File: src/rtl/mode_seq_pkg.sv
package mode_seq_pkg;
  typedef enum logic {
    OPM_DISPLAY = 1'b0,
    OPM_CONFIG  = 1'b1
  } op_mode_e;

  // Pattern bit SEQ_LEN-1 is the oldest sample (first strobe)
  localparam int unsigned SEQ_LEN_DEF   = 5;
  localparam logic [4:0]  ENTRY_EN_DEF  = 5'b10111;
  localparam logic [4:0]  ENTRY_LT_DEF  = 5'b00010;
  localparam logic [4:0]  EXIT_EN_DEF   = 5'b10111;
  localparam logic [4:0]  EXIT_LT_DEF   = 5'b00000;
endpackage

File: src/rtl/mode_seq_hist.sv
module mode_seq_hist #(
  parameter int unsigned SEQ_LEN = 5,
  parameter logic [SEQ_LEN-1:0] ENTRY_EN = '1,
  parameter logic [SEQ_LEN-1:0] ENTRY_LT = '0,
  parameter logic [SEQ_LEN-1:0] EXIT_EN  = '1,
  parameter logic [SEQ_LEN-1:0] EXIT_LT  = '0
) (
  input  logic clk,
  input  logic rst_n,
  input  logic stb,
  input  logic en_now,
  input  logic lt_now,
  output logic hit_entry,
  output logic hit_exit,
  output logic hit_entry_pre
);
  localparam int unsigned HW = SEQ_LEN - 1;

  logic [HW-1:0] hist_en_q, hist_en_d;
  logic [HW-1:0] hist_lt_q, hist_lt_d;

  // next-state: each stage takes its younger neighbour on a strobe
  genvar g;
  generate
    for (g = 0; g < HW; g++) begin : g_stage
      if (g == 0) begin : g_head
        always_comb begin
          hist_en_d[g] = stb ? en_now : hist_en_q[g];
          hist_lt_d[g] = stb ? lt_now : hist_lt_q[g];
        end
      end else begin : g_body
        always_comb begin
          hist_en_d[g] = stb ? hist_en_q[g-1] : hist_en_q[g];
          hist_lt_d[g] = stb ? hist_lt_q[g-1] : hist_lt_q[g];
        end
      end
    end
  endgenerate

  always_ff @(posedge clk or negedge rst_n) begin
    if (!rst_n) begin
      hist_en_q <= '0;
      hist_lt_q <= '0;
    end else begin
      hist_en_q <= hist_en_d;
      hist_lt_q <= hist_lt_d;
    end
  end

  logic [SEQ_LEN-1:0] win_en, win_lt;
  always_comb begin
    win_en = {hist_en_q, en_now};
    win_lt = {hist_lt_q, lt_now};
    hit_entry     = stb && (win_en == ENTRY_EN) && (win_lt == ENTRY_LT);
    hit_exit      = stb && (win_en == EXIT_EN)  && (win_lt == EXIT_LT);
    hit_entry_pre = stb && (win_en[SEQ_LEN-2:0] == ENTRY_EN[SEQ_LEN-1:1])
                        && (win_lt[SEQ_LEN-2:0] == ENTRY_LT[SEQ_LEN-1:1]);
  end
endmodule

File: src/rtl/mode_seq_ctrl.sv
module mode_seq_ctrl
  import mode_seq_pkg::*;
(
  input  logic clk,
  input  logic rst_n,
  input  logic stb,
  input  logic lt_now,
  input  logic hit_entry,
  input  logic hit_exit,
  input  logic hit_entry_pre,
  output logic mode_special,
  output logic load_disp,
  output logic load_bright,
  output logic clear_disp
);
  op_mode_e mode_q, mode_d;
  logic     latch_ok;

  always_comb begin
    mode_d = mode_q;
    if (hit_entry)     mode_d = OPM_CONFIG;
    else if (hit_exit) mode_d = OPM_DISPLAY;
  end

  always_comb begin
    latch_ok    = stb && lt_now && !hit_entry_pre;
    load_disp   = latch_ok && (mode_q == OPM_DISPLAY);
    load_bright = latch_ok && (mode_q == OPM_CONFIG);
    clear_disp  = hit_exit && (mode_q == OPM_CONFIG);
  end

  always_ff @(posedge clk or negedge rst_n) begin
    if (!rst_n) mode_q <= OPM_DISPLAY;
    else        mode_q <= mode_d;
  end

  assign mode_special = (mode_q == OPM_CONFIG);
endmodule

File: src/rtl/mode_bright_reg.sv
module mode_bright_reg #(
  parameter int unsigned AG_W = 6,
  localparam int unsigned DW = AG_W + 2
) (
  input  logic            clk,
  input  logic            rst_n,
  input  logic            load,
  input  logic [DW-1:1]   code,
  output logic            hc,
  output logic [AG_W-1:0] ag,
  output logic [DW-1:0]   gain
);
  logic [AG_W-1:0] ag_map;
  logic            hc_q, hc_d;
  logic [AG_W-1:0] ag_q, ag_d;

  // first serial bit (code MSB) lands in AG bit 0
  genvar k;
  generate
    for (k = 0; k < AG_W; k++) begin : g_fld
      assign ag_map[k] = code[DW-1-k];
    end
  endgenerate

  always_comb begin
    hc_d = load ? code[1] : hc_q;
    ag_d = load ? ag_map  : ag_q;
  end

  always_ff @(posedge clk or negedge rst_n) begin
    if (!rst_n) begin
      hc_q <= 1'b1;
      ag_q <= '1;
    end else begin
      hc_q <= hc_d;
      ag_q <= ag_d;
    end
  end

  always_comb begin
    if (hc_q) gain = DW'(1 << (AG_W + 1)) + {1'b0, ag_q, 1'b0};
    else      gain = DW'(1 << AG_W) + {2'b00, ag_q};
  end

  assign hc = hc_q;
  assign ag = ag_q;
endmodule

File: src/rtl/mode_disp_reg.sv
module mode_disp_reg #(
  parameter int unsigned DW = 8
) (
  input  logic          clk,
  input  logic          rst_n,
  input  logic          load,
  input  logic          clear,
  input  logic [DW-1:0] din,
  output logic [DW-1:0] dout
);
  logic [DW-1:0] q, d;

  always_comb begin
    d = q;
    if (clear)     d = '0;
    else if (load) d = din;
  end

  always_ff @(posedge clk or negedge rst_n) begin
    if (!rst_n) q <= '0;
    else        q <= d;
  end

  assign dout = q;
endmodule

File: src/rtl/mode_seq_top.sv
module mode_seq_top
  import mode_seq_pkg::*;
#(
  parameter int unsigned AG_W = 6,
  localparam int unsigned DATA_W = AG_W + 2
) (
  input  logic              clk,
  input  logic              rst_n,
  input  logic              smp_stb,
  input  logic              en_pin,
  input  logic              latch_pin,
  input  logic [DATA_W-1:0] shift_data,
  output logic              mode_special,
  output logic              load_display,
  output logic              load_bright,
  output logic [DATA_W-1:0] disp_data,
  output logic              bright_hc,
  output logic [AG_W-1:0]   bright_ag,
  output logic [DATA_W-1:0] gain_code
);
  logic hit_entry, hit_exit, hit_pre, clear_disp;

  mode_seq_hist #(
    .SEQ_LEN (SEQ_LEN_DEF),
    .ENTRY_EN(ENTRY_EN_DEF),
    .ENTRY_LT(ENTRY_LT_DEF),
    .EXIT_EN (EXIT_EN_DEF),
    .EXIT_LT (EXIT_LT_DEF)
  ) u_hist (
    .clk          (clk),
    .rst_n        (rst_n),
    .stb          (smp_stb),
    .en_now       (en_pin),
    .lt_now       (latch_pin),
    .hit_entry    (hit_entry),
    .hit_exit     (hit_exit),
    .hit_entry_pre(hit_pre)
  );

  mode_seq_ctrl u_ctrl (
    .clk          (clk),
    .rst_n        (rst_n),
    .stb          (smp_stb),
    .lt_now       (latch_pin),
    .hit_entry    (hit_entry),
    .hit_exit     (hit_exit),
    .hit_entry_pre(hit_pre),
    .mode_special (mode_special),
    .load_disp    (load_display),
    .load_bright  (load_bright),
    .clear_disp   (clear_disp)
  );

  mode_bright_reg #(.AG_W(AG_W)) u_bright (
    .clk  (clk),
    .rst_n(rst_n),
    .load (load_bright),
    .code (shift_data[DATA_W-1:1]),
    .hc   (bright_hc),
    .ag   (bright_ag),
    .gain (gain_code)
  );

  mode_disp_reg #(.DW(DATA_W)) u_disp (
    .clk  (clk),
    .rst_n(rst_n),
    .load (load_display),
    .clear(clear_disp),
    .din  (shift_data),
    .dout (disp_data)
  );
endmodule

File: config.mk
export PLATFORM = sky130hd
export DESIGN_NAME = mode_seq_top
export DESIGN_NICKNAME = d
export VERILOG_FILES = /design/src/rtl/mode_seq_pkg.sv /design/src/rtl/mode_seq_hist.sv /design/src/rtl/mode_seq_ctrl.sv /design/src/rtl/mode_bright_reg.sv /design/src/rtl/mode_disp_reg.sv /design/src/rtl/mode_seq_top.sv
export SDC_FILE = /design/constraint.sdc
export NUM_CORES = 1
export LEC_CHECK = 0
export ABC_CLOCK_PERIOD_IN_PS = 3200
export CAP_MARGIN = 30
export CORE_MARGIN = 2
export CORE_UTILIZATION = 45
export DETAILED_ROUTE_END_ITERATION = 16
export GPL_TIMING_DRIVEN = 0
export PLACE_DENSITY = 0.77
export SYNTH_ARGS = -nofsm -noshare
export SYNTH_HDL_FRONTEND = slang
export SYNTH_SLANG_ARGS = --single-unit
File: constraint.sdc
create_clock -name clk -period 3.2 [get_ports clk]
set_input_delay 0.32 -clock clk [delete_from_list [all_inputs] [get_ports clk]]
set_output_delay 0.32 -clock clk [all_outputs]
set_load 0.1 [all_outputs]
==> flow_summary.yaml <==
status:
  outcome: "completed"
cells_and_area:
  drive_gt1_share_pct: 36.57
  multi_input_area_sq_um: 559.3
  fin_cells: 165
  area_growth_syn_to_layout_pct: 38.10
  diodes: 0
  fillers: 235
  seqCellArea_sq_um: 609.3
  final_net_count: 148
logic_synthesis:
  synthTopCellsByArea: "dfrtp_1 (34%), dfstp_2 (15%), mux2_2 (12%)"
  synth_common_cells: "dfrtp_1 (17), mux2_2 (14), inv_1 (8), o211ai_1 (8)"
  yosys_warnings: 0
  syn_area_sq_um: 1267
  yosysTopAreaCell: "dfrtp_1"
  async_flop_share_pct: 100.0
  yosysMostFrequentCell: "dfrtp_1"
  synth_cells: 91
  synth_ff_type: "dfrtp_1"
  synth_nets: 104
  ys_ff_latch: 24
  avgSynthCellArea_sq_um: 13.93
  ys_types: 22
  synth_edf_count: 0
  yosysSeqAreaShare_pct: 48.08
  yosys.area.top_type_share_pct: 33.56
sta:
  fin_crit_sh_pct: 95.95
  max_slew_margin_pct: 34.79
  fin_setup_tns_ns: 0
  rsz0062_at_grt: "no"
  fin_worst_skew_ns: 0.007688
  setup_violations: 0
  fin_crit_ns: 3.070
  finalHoldViolations: 0
  max_freq_mhz: 325.7
  worst_pin_slew_ns: 0.9752
  slew_violations: 0
routing:
  post_drt_wl_per_cell_microns: 14.84
  vias: 872
  drc_errors: 0
  viasPerCell: 5.285
  drt.antenna.violating_nets: 0
  drtIter0Drc: 5
  drt_pre_antenna_iters: 2
  totalWireLength_microns: 2448
die:
  die_y_microns: 57.07
  die_width_microns: 57.07
  num_rows: 19
  core_area_sq_um: 2710
  pin_count: 39
  initial_core_util_pct: 46.77
  die_area_sq_um: 3257
power:
  switching_share_pct: 49.93
  combPwrFrac_pct: 56.2
  power_density_nw_per_um2: 729.7
  p_seq_share_pct: 31.8
  switching_power_uw: 637.7
  clkPwrFrac_pct: 12.0
  vdd_drop_max_uv: 523.0
  p_int_uw: 639.6
  p_leak_nw: 0.7139
critical_path:
  critPathMaxFanout: 10
  startpoint_type: "input port"
  critPathCaptureType: "output port"
  required_ns: 2.88
  worstPathCellList: "clkdlybuf4s50_1 -> buf_6 -> and3b_1 -> buf_4 -> o21a_1 -> buf_6 -> clkdlybuf4s50_1"
  max_stage_delay_ns: 1.14
  cpMaxStageDelayCell: "clkdlybuf4s50_1"
  arrival_ns: 2.75
  crit_type: "in -> out"
global_route:
  gr-usage-all-layers_pct: 16.72
  grt_max_degree: 17
  grt_pass1_wl_microns: 4236
  grt_pass1_vias: 890
  antenna_found_initial: 0
  overflow: 0
cts:
  clkTransAtPathRegs_ns: 0.12
  cts.sinks: 24
  post_cts_resized: 0
  cts_buffer_depth: 2
  numCtsBuffers: 3
  htree_levels: 1
  cts-root-buf: "clkbuf_4"
  post-cts-setup-buffer-count: 0
  ctsHoldBuffers: 0
  cts_tree: "built"
  clkLatencyLatePin_ns: 0.30
placement:
  place.gp.congestion: 0.7288
  place_inst: 161
  portBuffers: 38
  dpl.hpwl_microns: 1961
job:
  maxCapViolations: 0
min_path:
  hp-class: "in -> async"
==> state kept, by name, indices dropped and copies added (netlist names) <==
name,cells
u_bright.ag,6
u_hist.hist_en_q,4
u_ctrl.mode_special,1
u_disp.dout,8
u_bright.hc,1
u_hist.hist_lt_q,4
==> routing by layer <==
| layer | vias up | share of wire, % | GRT usage [%] |
|---|---|---|---|
| li1 | 416 | - | - |
| met1 | 424 | 41 | 20.00 |
| met2 | 28 | 52 | 29.89 |
| met3 | 4 | 6.0 | 3.401 |
| met4 | 0 | 1.1 | 5.648 |
| met5 | - | 0 | 0 |
==> cells in the final DEF, fill, tap and decap left out, drive strengths merged <==
cell / Yosys / routed
o21a: 2 / 2
and3b: 1 / 1
clkbuf: 1 / 5
and3: 1 / 1
nor2b: 1 / 1
o31ai: 7 / 7
nand2b: 3 / 3
nand4bb: 3 / 3
o211ai: 8 / 8
clkdlybuf4s50: 0 / 38
nor4: 1 / 1
mux2: 21 / 21
dfrtp: 17 / 17
buf: 7 / 8
dfstp: 7 / 7
or4: 1 / 1
inv: 8 / 8
o211a: 1 / 1
nor3: 1 / 1
==> critical path: cells and delay by family <==
kind	cells	cell delay [ns]
buffers and inverters	5	2.11
AO/OA/AOI/OAI	1	0.14
AND/OR/NAND/NOR	1	0.16
==> kinds of logic (layout without fill, tap and decap cells) <==
kind of cell,after synthesis,count (layout),synth area share [%]
compound gates,18,18,13.62
buf+inv,16,59,7.797
flops,24,24,48.08
mux,21,21,20.73
simple gates,12,12,9.774
==> path summary, 6_finish.rpt <==
path / from / slack (ns) / end / cells past startpoint
hold reg to reg: u_hist.hist_lt_q[3] / 0.52 / u_hist.hist_lt_q[3] / 1
setup / recovery: smp_stb / 0.13 / load_display / 7
setup reg to reg: u_hist.hist_lt_q[1] / 1.65 / u_disp.dout[2] / 3
max in group asynchronous: rst_n / 2.32 / u_bright.ag[1] / 2
hold / removal: rst_n / 0.35 / u_disp.dout[7] / 1
min in group clk: u_hist.hist_lt_q[3] / 0.52 / u_hist.hist_lt_q[3] / 1
==> through the flow <==
stage	util (%)	hold WS [ns]	cell area, sq um	power [mW]	worst slack, ns
floorplan	-	0.02441	1267	0.9733	0.6005
detailed placement	63.25	0.5016	1714	1.135	0.1193
CTS	64.59	0.3418	1750	1.288	0.1194
global route	64.59	0.3666	1750	1.326	0.05120
finish	64.59	0.3490	1750	1.277	0.1296
global placement	62.23	0.4862	1687	1.120	0.1355
==> area by class of cell <==
type | instances | share of cell area, %
Buffer | 8 | 3.931
Tap cell | 31 | 2.216
Clock buffer | 4 | 2.073
Timing Repair Buffer | 39 | 23.30
Sequential cell | 24 | 34.81
Inverter | 8 | 1.716
Multi-Input combinational cell | 51 | 31.95
==> power by group through the flow <==
stage | registers, mW | clock network (mW) | logic [mW]
2_1_floorplan | 0.655 | 0 | 0.318
3_5_place_dp | 0.414 | 0 | 0.721
5_1_grt | 0.415 | 0.171 | 0.740
4_1_cts | 0.408 | 0.158 | 0.722
3_3_place_gp | 0.409 | 0 | 0.711
6_report | 0.406 | 0.154 | 0.718
Power figures use the tool's default switching activity.
